$ cat config.mk
export PLATFORM = sky130hd
export DESIGN_NAME = refresh_cfg_unit
export DESIGN_NICKNAME = d
export VERILOG_FILES = /design/src/rtl/rcr_pkg.sv /design/src/rtl/rcr_bus_sampler.sv /design/src/rtl/rcr_seq_fsm.sv /design/src/rtl/refresh_cfg_unit.sv
export SDC_FILE = /design/constraint.sdc
export NUM_CORES = 1
export LEC_CHECK = 0
export BUFFER_PORTS_ARGS = -buffer_cell sky130_fd_sc_hd__buf_2
export CAP_MARGIN = 20
export CORE_MARGIN = 2
export CORE_UTILIZATION = 57
export CTS_CLUSTER_SIZE = 20
export DETAILED_ROUTE_END_ITERATION = 7
export PLACE_DENSITY_LB_ADDON = 0.1
export SYNTH_ARGS = -nofsm -noshare
export SYNTH_HDL_FRONTEND = slang
export SYNTH_HIERARCHICAL = 1
export SYNTH_SLANG_ARGS = --single-unit
export TNS_END_PERCENT = 100
$ cat constraint.sdc
create_clock -name clk -period 5.1 [get_ports clk]
set_input_delay 1.02 -clock clk [delete_from_list [all_inputs] [get_ports clk]]
set_output_delay 1.02 -clock clk [all_outputs]
set_load 0.1 [all_outputs]
$ cat src/rtl/rcr_pkg.sv
package rcr_pkg;
    typedef enum logic [2:0] {
        SQ_IDLE,
        SQ_RD1,
        SQ_RD2,
        SQ_ARMED,
        SQ_BLOCK
    } seq_state_t;
endpackage

$ cat src/rtl/rcr_bus_sampler.sv
module rcr_bus_sampler #(
    parameter int ADDR_W = 20,
    parameter int DATA_W = 16
) (
    input  logic              clk,
    input  logic              rst_n,
    input  logic              cs_n,
    input  logic              we_n,
    input  logic              oe_n,
    input  logic              sleep_n,
    input  logic [ADDR_W-1:0] addr,
    input  logic [DATA_W-1:0] dq_in,
    output logic              rd_end,
    output logic              wr_end,
    output logic [ADDR_W-1:0] ev_addr,
    output logic [DATA_W-1:0] ev_data,
    output logic              cur_rd,
    output logic              cur_wr,
    output logic [ADDR_W-1:0] cur_addr,
    output logic [DATA_W-1:0] cur_data,
    output logic              sleep_low,
    output logic              sleep_fall
);
    logic              s_cs_n, s_we_n, s_oe_n, s_sleep_n;
    logic              p_cs_n, p_we_n, p_oe_n, p_sleep_n;
    logic [ADDR_W-1:0] s_addr, p_addr;
    logic [DATA_W-1:0] s_data, p_data;

    always_ff @(posedge clk or negedge rst_n) begin
        if (!rst_n) begin
            s_cs_n <= 1'b1; s_we_n <= 1'b1; s_oe_n <= 1'b1; s_sleep_n <= 1'b0;
            p_cs_n <= 1'b1; p_we_n <= 1'b1; p_oe_n <= 1'b1; p_sleep_n <= 1'b0;
            s_addr <= '0; p_addr <= '0;
            s_data <= '0; p_data <= '0;
        end else begin
            s_cs_n <= cs_n; s_we_n <= we_n; s_oe_n <= oe_n; s_sleep_n <= sleep_n;
            s_addr <= addr; s_data <= dq_in;
            p_cs_n <= s_cs_n; p_we_n <= s_we_n; p_oe_n <= s_oe_n; p_sleep_n <= s_sleep_n;
            p_addr <= s_addr; p_data <= s_data;
        end
    end

    logic prv_rd, prv_wr;
    always_comb begin
        cur_rd     = !s_cs_n && s_we_n && !s_oe_n;
        cur_wr     = !s_cs_n && !s_we_n;
        prv_rd     = !p_cs_n && p_we_n && !p_oe_n;
        prv_wr     = !p_cs_n && !p_we_n;
        rd_end     = prv_rd && (!cur_rd || (s_addr != p_addr));
        wr_end     = prv_wr && !cur_wr;
        ev_addr    = p_addr;
        ev_data    = p_data;
        cur_addr   = s_addr;
        cur_data   = s_data;
        sleep_low  = !s_sleep_n;
        sleep_fall = p_sleep_n && !s_sleep_n;
    end

    // a read and a write can never end on the same sample
    p_excl_end_r7: assert property (@(posedge clk) disable iff (!rst_n) !(rd_end && wr_end));
endmodule

$ cat src/rtl/rcr_seq_fsm.sv
module rcr_seq_fsm
    import rcr_pkg::*;
#(
    parameter int ADDR_W = 20,
    parameter int DATA_W = 16
) (
    input  logic              clk,
    input  logic              rst_n,
    input  logic              seq_en,
    input  logic              rd_end,
    input  logic              wr_end,
    input  logic [ADDR_W-1:0] ev_addr,
    input  logic [DATA_W-1:0] ev_data,
    output seq_state_t        state,
    output logic              sw_load
);
    localparam logic [ADDR_W-1:0] TOP_ADDR = {ADDR_W{1'b1}};

    seq_state_t nxt;
    logic rd, wr, hit, zero;

    always_comb begin
        rd   = rd_end && seq_en;
        wr   = wr_end && seq_en;
        hit  = (ev_addr == TOP_ADDR);
        zero = (ev_data == '0);
    end

    always_comb begin
        nxt = state;
        unique case (state)
            SQ_IDLE:  if (rd && hit) nxt = SQ_RD1;
            SQ_RD1: begin
                if (rd && hit)      nxt = SQ_RD2;
                else if (rd || wr)  nxt = SQ_IDLE;
            end
            SQ_RD2: begin
                if (rd && hit)               nxt = SQ_BLOCK;
                else if (wr && hit && zero)  nxt = SQ_ARMED;
                else if (rd || wr)           nxt = SQ_IDLE;
            end
            SQ_ARMED: if (rd || wr) nxt = SQ_IDLE;
            SQ_BLOCK: if (rd && !hit) nxt = SQ_IDLE;
            default:  nxt = SQ_IDLE;
        endcase
    end

    always_ff @(posedge clk or negedge rst_n) begin
        if (!rst_n) state <= SQ_IDLE;
        else        state <= nxt;
    end

    always_comb begin
        sw_load = (state == SQ_ARMED) && wr && hit;
    end

    p_armed_entry_r4: assert property (@(posedge clk) disable iff (!rst_n)
        (state == SQ_ARMED && $past(state) != SQ_ARMED) |-> $past(state) == SQ_RD2);
    p_block_hold_r6: assert property (@(posedge clk) disable iff (!rst_n)
        (state == SQ_BLOCK && !(rd_end && seq_en && ev_addr != TOP_ADDR)) |=> state == SQ_BLOCK);
    p_idle_on_foreign_r7: assert property (@(posedge clk) disable iff (!rst_n)
        (state != SQ_BLOCK && seq_en && (rd_end || wr_end) && ev_addr != TOP_ADDR) |=> state == SQ_IDLE);
endmodule

$ cat src/rtl/refresh_cfg_unit.sv
module refresh_cfg_unit
    import rcr_pkg::*;
#(
    parameter int ADDR_W    = 20,
    parameter int REG_W     = 16,
    parameter int PAR_W     = 3,
    parameter int SLEEP_BIT = 4,
    parameter int PAGE_BIT  = 7,
    parameter logic [REG_W-1:0] RESET_VAL = 16'h0080
) (
    input  logic              clk,
    input  logic              rst_n,
    input  logic              cs_n,
    input  logic              we_n,
    input  logic              oe_n,
    input  logic              sleep_n,
    input  logic [ADDR_W-1:0] addr,
    input  logic [REG_W-1:0]  dq_in,
    output logic [REG_W-1:0]  dq_out,
    output logic              dq_oe,
    output logic              array_inhibit,
    output logic [REG_W-1:0]  cfg_q,
    output logic [PAR_W-1:0]  par_sel,
    output logic              sleep_par,
    output logic              page_en,
    output logic              sw_loaded
);
    localparam logic [ADDR_W-1:0] TOP_ADDR = {ADDR_W{1'b1}};

    logic              rd_end, wr_end, cur_rd, cur_wr, sleep_low, sleep_fall;
    logic [ADDR_W-1:0] ev_addr, cur_addr;
    logic [REG_W-1:0]  ev_data, cur_data;
    seq_state_t        seq_state;
    logic              sw_load, zz_load, zz_arm;

    rcr_bus_sampler #(.ADDR_W(ADDR_W), .DATA_W(REG_W)) u_smp (
        .clk(clk), .rst_n(rst_n), .cs_n(cs_n), .we_n(we_n), .oe_n(oe_n),
        .sleep_n(sleep_n), .addr(addr), .dq_in(dq_in),
        .rd_end(rd_end), .wr_end(wr_end), .ev_addr(ev_addr), .ev_data(ev_data),
        .cur_rd(cur_rd), .cur_wr(cur_wr), .cur_addr(cur_addr), .cur_data(cur_data),
        .sleep_low(sleep_low), .sleep_fall(sleep_fall)
    );

    rcr_seq_fsm #(.ADDR_W(ADDR_W), .DATA_W(REG_W)) u_seq (
        .clk(clk), .rst_n(rst_n), .seq_en(!sleep_low),
        .rd_end(rd_end), .wr_end(wr_end), .ev_addr(ev_addr), .ev_data(ev_data),
        .state(seq_state), .sw_load(sw_load)
    );

    always_ff @(posedge clk or negedge rst_n) begin
        if (!rst_n)          zz_arm <= 1'b0;
        else if (sleep_fall) zz_arm <= 1'b1;
        else if (!sleep_low) zz_arm <= 1'b0;
    end

    always_comb zz_load = sleep_low && zz_arm && wr_end;

    always_ff @(posedge clk or negedge rst_n) begin
        if (!rst_n) begin
            cfg_q     <= RESET_VAL;
            sw_loaded <= 1'b0;
        end else if (zz_load) begin
            cfg_q <= ev_addr[REG_W-1:0];
        end else if (sw_load) begin
            for (int i = 0; i < REG_W; i++)
                cfg_q[i] <= (i == SLEEP_BIT) ? cfg_q[i] : ev_data[i];
            sw_loaded <= 1'b1;
        end
    end

    always_comb begin
        par_sel   = cfg_q[PAR_W-1:0];
        sleep_par = cfg_q[SLEEP_BIT];
        page_en   = cfg_q[PAGE_BIT];
        dq_oe     = !sleep_low && cur_rd && (cur_addr == TOP_ADDR) && (seq_state == SQ_ARMED);
        dq_out    = dq_oe ? cfg_q : '0;
        if (sleep_low)
            array_inhibit = cur_wr;
        else
            array_inhibit = (cur_addr == TOP_ADDR) &&
                            ((seq_state == SQ_ARMED && (cur_rd || cur_wr)) ||
                             (seq_state == SQ_RD2 && cur_wr && cur_data == '0));
    end

    p_flag_sticky_r10: assert property (@(posedge clk) disable iff (!rst_n)
        sw_loaded |=> sw_loaded);
    p_bit4_kept_r11: assert property (@(posedge clk) disable iff (!rst_n)
        (sw_load && !zz_load) |=> cfg_q[SLEEP_BIT] == $past(cfg_q[SLEEP_BIT]));
    p_sleep_read_r3: assert property (@(posedge clk) disable iff (!rst_n)
        (sleep_low && rd_end) |=> $stable(cfg_q));
    p_flag_cause_r4: assert property (@(posedge clk) disable iff (!rst_n)
        $rose(sw_loaded) |-> $past(seq_state) == SQ_ARMED);
    p_oe_no_inhibit_gap_r8: assert property (@(posedge clk) disable iff (!rst_n)
        dq_oe |-> array_inhibit);
endmodule

==> impl_metrics.ini, run 1 <==
[clock_tree]
ctsHoldBuffers = 0
clkSinkCount = 101
path_clk_slew_ns = 0.09
cts_resized = 0
post-cts-setup-buffer-count = 0
root_buffer = clkbuf_8
cts_htree_levels = 3
clk_path_buf_depth = 2
cts-buffers-inserted = 9
cts_tree = built
insertion_delay_ns = 0.36

[final_layout]
design_area_mm2 = 0.00437
post-route-util_pct = 68.8
drive_above_1_share_pct = 31.5
diodes = 0
area_growth_pct = 17.0
layout.nets = 396

[sta]
finalClockSkew_ns = 0.0150
setup_ws_ns = 1.55
rsz0062_at_grt = false
period_share_pct = 69.6
finalSetupTns_ns = 0
hold_viol = 0
maxSlewViolCount = 0
setup-violations-final = 0
max_freq_ghz = 0.282
post-route-min-period_ns = 3.55
tightest_slew_ns = 0.961
slew-limit-headroom_pct = 35.9

[synth]
ys_seq_area_share_pct = 68.0
synth_compound_area_share_pct = 5.40
synth_xor_area_share_pct = 4.69
synth_seq_cells = 101
synth.area.top_cells = dfrtp_1 63%, dfstp_2 4.9%, mux2i_1 4.0%
synth_ff_type = dfrtp_1
syn_area_per_cell_um2 = 13.6
synth_area_mm2 = 0.00373
yosysTopAreaCell = dfrtp_1
synthAdderAreaFrac_pct = 0
yosys.area_share.simple_pct = 14.8
synth_top_area_share_pct = 63.0
syn-num-nets = 317
synth_most_common_cell = dfrtp_1
synth.area.mux_share_pct = 4.32
synth_top_family_by_area = simple AND/OR/NAND/NOR gates
synth_cell_types = 48
synth_edf_count = 0
synthTopCellsByCount = 94 x dfrtp_1, 20 x nand2_1, 16 x and2_1, 16 x xnor2_1
netlist_instances = 275
yosysWarnings = 6
async_reset_ff_share_pct = 100

[critical_path]
max_stage_delay_ns = 0.58
cp_num_buf_inv = 2
cp-start-kind = register
crit_family = simple AND/OR/NAND/NOR gates
crit_chain = inv_1, nand4b_4, nor4_4, and4_1, and2_1, buf_2
end_kind = output pin
crit_fanout = 17
critPathSlowestCell = and4_1
rrSetupSlack_ns = 2.44
cp.arrival_ns = 2.53
critPathKind = register to output pin
required_ns = 4.08

[route]
num_vias = 2383
via_per_inst = 5.47
dr.pass1.iters = 4
routedWlPerCell_um = 16.5
ant_nets = 0
wl_mm = 7.21
drtIter0Drc = 179
drc_errors = 0

[pwr]
p_per_area_mw_per_mm2 = 433
p_leak_nw = 1.99
ir_drop_mv = 0.343

[global_routing]
grt_pass1_vias = 2361
grt_max_degree = 65
overflow = 0
antenna_found_initial = 0
grt_pass1_wl_mm = 11.8
grt_use_total_pct = 21.7

[status]
status = complete, no violations

[placement]
numPortBuffers = 81
place_worst_setup_slack_ns = 1.92
dp_hpwl_mm = 5.36
place_area_mm2 = 0.00416
gp_congestion = 0.807

[die]
die_area_mm2 = 0.00721
core_area_mm2 = 0.00635
dieWidth_um = 84.9
die_h_um = 84.9
io_pins = 82
fp-row-count = 29
initial_core_util_pct = 58.8

[min_path]
hp-class = register to register

[run]
drv_cap = 0
==> cells by family (layout without fill, tap and decap cells) <==
kind of cell              after synthesis  after routing
DFF                                   101            101
AOI/OAI and AO/OA                      31             31
buffers and inverters                  19            103
muxes                                  16             16
xor gates and xnor gates               20             20
and+or+nand+nor                        88             88
==> worst reg2reg max path, stage by stage, from the launching register on <==
cell and delay (ns):
dfrtp_1 0.44, xor2_1 0.19, nor4_1 0.54, and3_1 0.26
a21oi_1 0.20, nor4_1 0.35, nand4_1 0.16, nor4_2 0.22
o221a_2 0.24
==> cells in the final DEF (no fill, tap or decap), drive strengths merged, types with 2 or more instances in the layout <==
cell type / instances
mux2i: 15
nand3: 2
and2: 16
bufinv: 2
dfstp: 7
and3b: 2
nand4b: 2
a32oi: 2
a21o: 2
dfrtp: 94
and4: 2
nand4: 14
inv: 5
nand2: 20
a31oi: 3
clkbuf: 12
nor2: 4
clkinvlp: 2
and3: 4
buf: 82
nor3: 3
xor2: 4
nor4: 11
o21ai: 15
xnor2: 16
==> routing by layer <==
layer / wire [um] / vias to the layer above / part of all wire, % / global-route usage, %
met5: 0 / - / 0 / 0
met4: 25 / 0 / 0.35 / 6.06
met3: 406 / 4 / 5.6 / 5.06
met1: 3270 / 1175 / 45 / 30.6
met2: 3510 / 85 / 49 / 34.6
li1: - / 1119 / - / -
==> stage by stage <==
stage	hold WS, ns	std cells	total power [W]
5_1_grt	0.385	436	0.00196
4_1_cts	0.378	436	0.00191
3_3_place_gp	0.360	420	0.00138
3_5_place_dp	0.360	420	0.00139
6_report	0.377	436	0.00189
2_1_floorplan	0.354	275	0.00130
==> layout make-up <==
| class | instances | area, um^2 |
|---|---|---|
| clock buffers | 12 | 135 |
| clock inverters | 4 | 75.1 |
| fillers | 470 | 1980 |
| inverters | 5 | 18.8 |
| multi-input cells | 155 | 1090 |
| flip-flops and latches | 101 | 2540 |
| well taps | 77 | 96.3 |
| repair buffers | 82 | 415 |
==> registers in the layout, summed over array words and instances (netlist names) <==
name,cells
u_smp/cur_addr,20
u_smp/ev_addr,20
u_smp/s_oe_n,1
u_smp/s_sleep_n,1
u_smp/p_sleep_n,1
u_smp/s_cs_n,1
u_seq/state,3
u_smp/p_oe_n,1
zz_arm,1
u_smp/s_we_n,1
u_smp/ev_data,16
u_smp/cur_data,16
sw_loaded,1
u_smp/p_we_n,1
u_smp/p_cs_n,1
cfg_q,16
==> worst paths after layout <==
kind / to / from / cells after the start
hold / removal: u_smp/p_we_n / u_smp/s_we_n / 0
setup reg to reg: u_seq/state[0] / u_smp/ev_addr[10] / 8
max in group asynchronous: u_smp/p_we_n / rst_n / 2
setup / recovery: dq_out[4] / u_smp/s_sleep_n / 6
hold reg to reg: u_smp/p_we_n / u_smp/s_we_n / 0
min in group asynchronous: u_smp/ev_addr[17] / rst_n / 1
==> report_power, final <==
| group | switching [W] | leakage [nW] | internal, W | total, W |
|---|---|---|---|---|
| registers | 0.0000562 | 1.19 | 0.000868 | 0.000924 |
| logic | 0.000374 | 0.698 | 0.0000713 | 0.000445 |
| clock network | 0.000245 | 0.0968 | 0.000277 | 0.000522 |
No activity file was read; power rests on OpenSTA's default activity.
==> run 2, diff against run 1 <==
--- a/config.mk
+++ b/config.mk
@@ -8,7 +8,7 @@
 export BUFFER_PORTS_ARGS = -buffer_cell sky130_fd_sc_hd__buf_2
 export CAP_MARGIN = 20
 export CORE_MARGIN = 2
-export CORE_UTILIZATION = 57
+export CORE_UTILIZATION = 48
 export CTS_CLUSTER_SIZE = 20
 export DETAILED_ROUTE_END_ITERATION = 7
 export PLACE_DENSITY_LB_ADDON = 0.1
==> constraint.sdc (replaced) <==
create_clock -name clk -period 3 [get_ports clk]
set_input_delay 0.6 -clock clk [delete_from_list [all_inputs] [get_ports clk]]
set_output_delay 0.6 -clock clk [all_outputs]
set_load 0.1 [all_outputs]
==> impl_metrics.ini, run 2 (synthesis gave the netlist of run 1 again) <==
[status]
status = complete, no violations

[global_routing]
grt_pass1_wl_mm = 11.8
antenna_found_initial = 0
grt_pass1_vias = 2315
grt_use_total_pct = 18.8
overflow = 0
grt_max_degree = 59

[placement]
dp_hpwl_mm = 5.41
numPortBuffers = 81
gp_congestion = 0.834
placed_cells = 448

[pwr]
design_power_total_w = 0.00311
p_per_area_mw_per_mm2 = 699
p_leak_nw = 1.99
ir_drop_mv = 0.349

[sta]
rsz0062_at_grt = false
period_share_pct = 94.5
maxSlewViolCount = 0
post-route-min-period_ns = 2.83
tightest_slew_ns = 0.583
slew-limit-headroom_pct = 61.2
finalClockSkew_ns = 0.00836
hold_viol = 0
max_freq_ghz = 0.353
setup-violations-final = 0
holdWs_ns = 0.207
finalSetupTns_ns = 0

[route]
via_per_inst = 5.06
drtIter0Drc = 96
drc_errors = 0
wl_mm = 7.30
ant_nets = 0
routedWlPerCell_um = 15.7
dr.pass1.iters = 4
num_vias = 2347

[clock_tree]
insertion_delay_ns = 0.37
cts-buffers-inserted = 9
cts_tree = built
clk_path_buf_depth = 2
path_clk_slew_ns = 0.10
root_buffer = clkbuf_8
clkSinkCount = 101
cts_htree_levels = 3

[die]
fp-row-count = 32
dieWidth_um = 92.2
initial_core_util_pct = 48.8
core_area_mm2 = 0.00765
die_h_um = 92.2
die_area_mm2 = 0.00850
io_pins = 82

[final_layout]
layout_commonest_cell = dfrtp_1
final_cell_mix = 94 x dfrtp_1, 64 x buf_2, 20 x nand2_1
drive_above_1_share_pct = 33.1
layout.nets = 399
fin_cells = 464
diodes = 0
area_growth_pct = 19.3

[min_path]
hp-class = input port to asynchronous set/reset pin

[critical_path]
critPathKind = register to output pin
cp.arrival_ns = 2.23
cp-start-kind = register
required_ns = 2.40
end_kind = output pin
crit_fanout = 17

[run]
drv_cap = 0
## run 2: cell types whose count changed in the layout (fill, tap and decap cells not counted), moves of 2 or more
cell,change
buf_2,-16
clkbuf_4,+16
clkbuf_1,-3
clkinv_4,+3
buf_4,+2
bufinv_16,-2
## run 2: power breakdown
group	internal [W]	switching (W)	total [W]
Combinational	0.000125	0.000634	0.000759
Clock	0.000312	0.000471	0.000784
Sequential	0.00148	0.0000934	0.00157
Total	0.00191	0.00120	0.00311
## run 2: critical path, cell delays in order (launching register included)
cell	delay (ns)
dfrtp_1	0.38
inv_1	0.09
nand4b_4	0.18
nor4_4	0.30
and4_1	0.23
buf_4	0.20
and2_1	0.15
clkbuf_4	0.32
## run 2: layout make-up
cell class                 count  area [um^2]
multi-input combinational    155         1100
clock buffer                   9          124
fill                         641         3190
timing repair buffer          85          490
tap                          102          128
sequential                   101         2540
clock inverter                 7         58.8
inverter                       5         18.8
## run 2: metrics by stage
stage	util, %	setup slack [ns]	cell area [um^2]
floorplan	-	0.174	3740
global placement	55.3	0.528	4230
detailed placement	55.3	0.461	4230
CTS	57.7	0.0462	4410
global route	58.2	0.00177	4450
finish	58.2	0.166	4450
## run 2: path summary, 6_finish.rpt
path / to / slack (ns) / from / cells after the start
max in group asynchronous: cfg_q[7] / 2.06 / rst_n / 2
max reg2reg: u_seq/state[0] / 0.45 / u_smp/ev_addr[5] / 8
min: u_smp/cur_addr[17] / 0.21 / rst_n / 1
max: dq_out[3] / 0.17 / u_smp/s_sleep_n / 7
min in group clk: u_smp/s_we_n / 0.32 / we_n / 1
min reg2reg: u_smp/p_we_n / 0.38 / u_smp/s_we_n / 0
## run 2: routing by layer
layer / wire, um / GRT usage [%] / vias up
met5: 0 / 0 / -
met4: 96 / 6.22 / 0
met3: 372 / 5.51 / 10
met2: 3460 / 29.1 / 69
met1: 3370 / 25.8 / 1135
li1: - / - / 1133
## run 2: timing repair
item	CTS	global route
resized for setup	0	16
hold buffers	0	0
setup endpoints to repair	0	16
buffers inserted	0	0
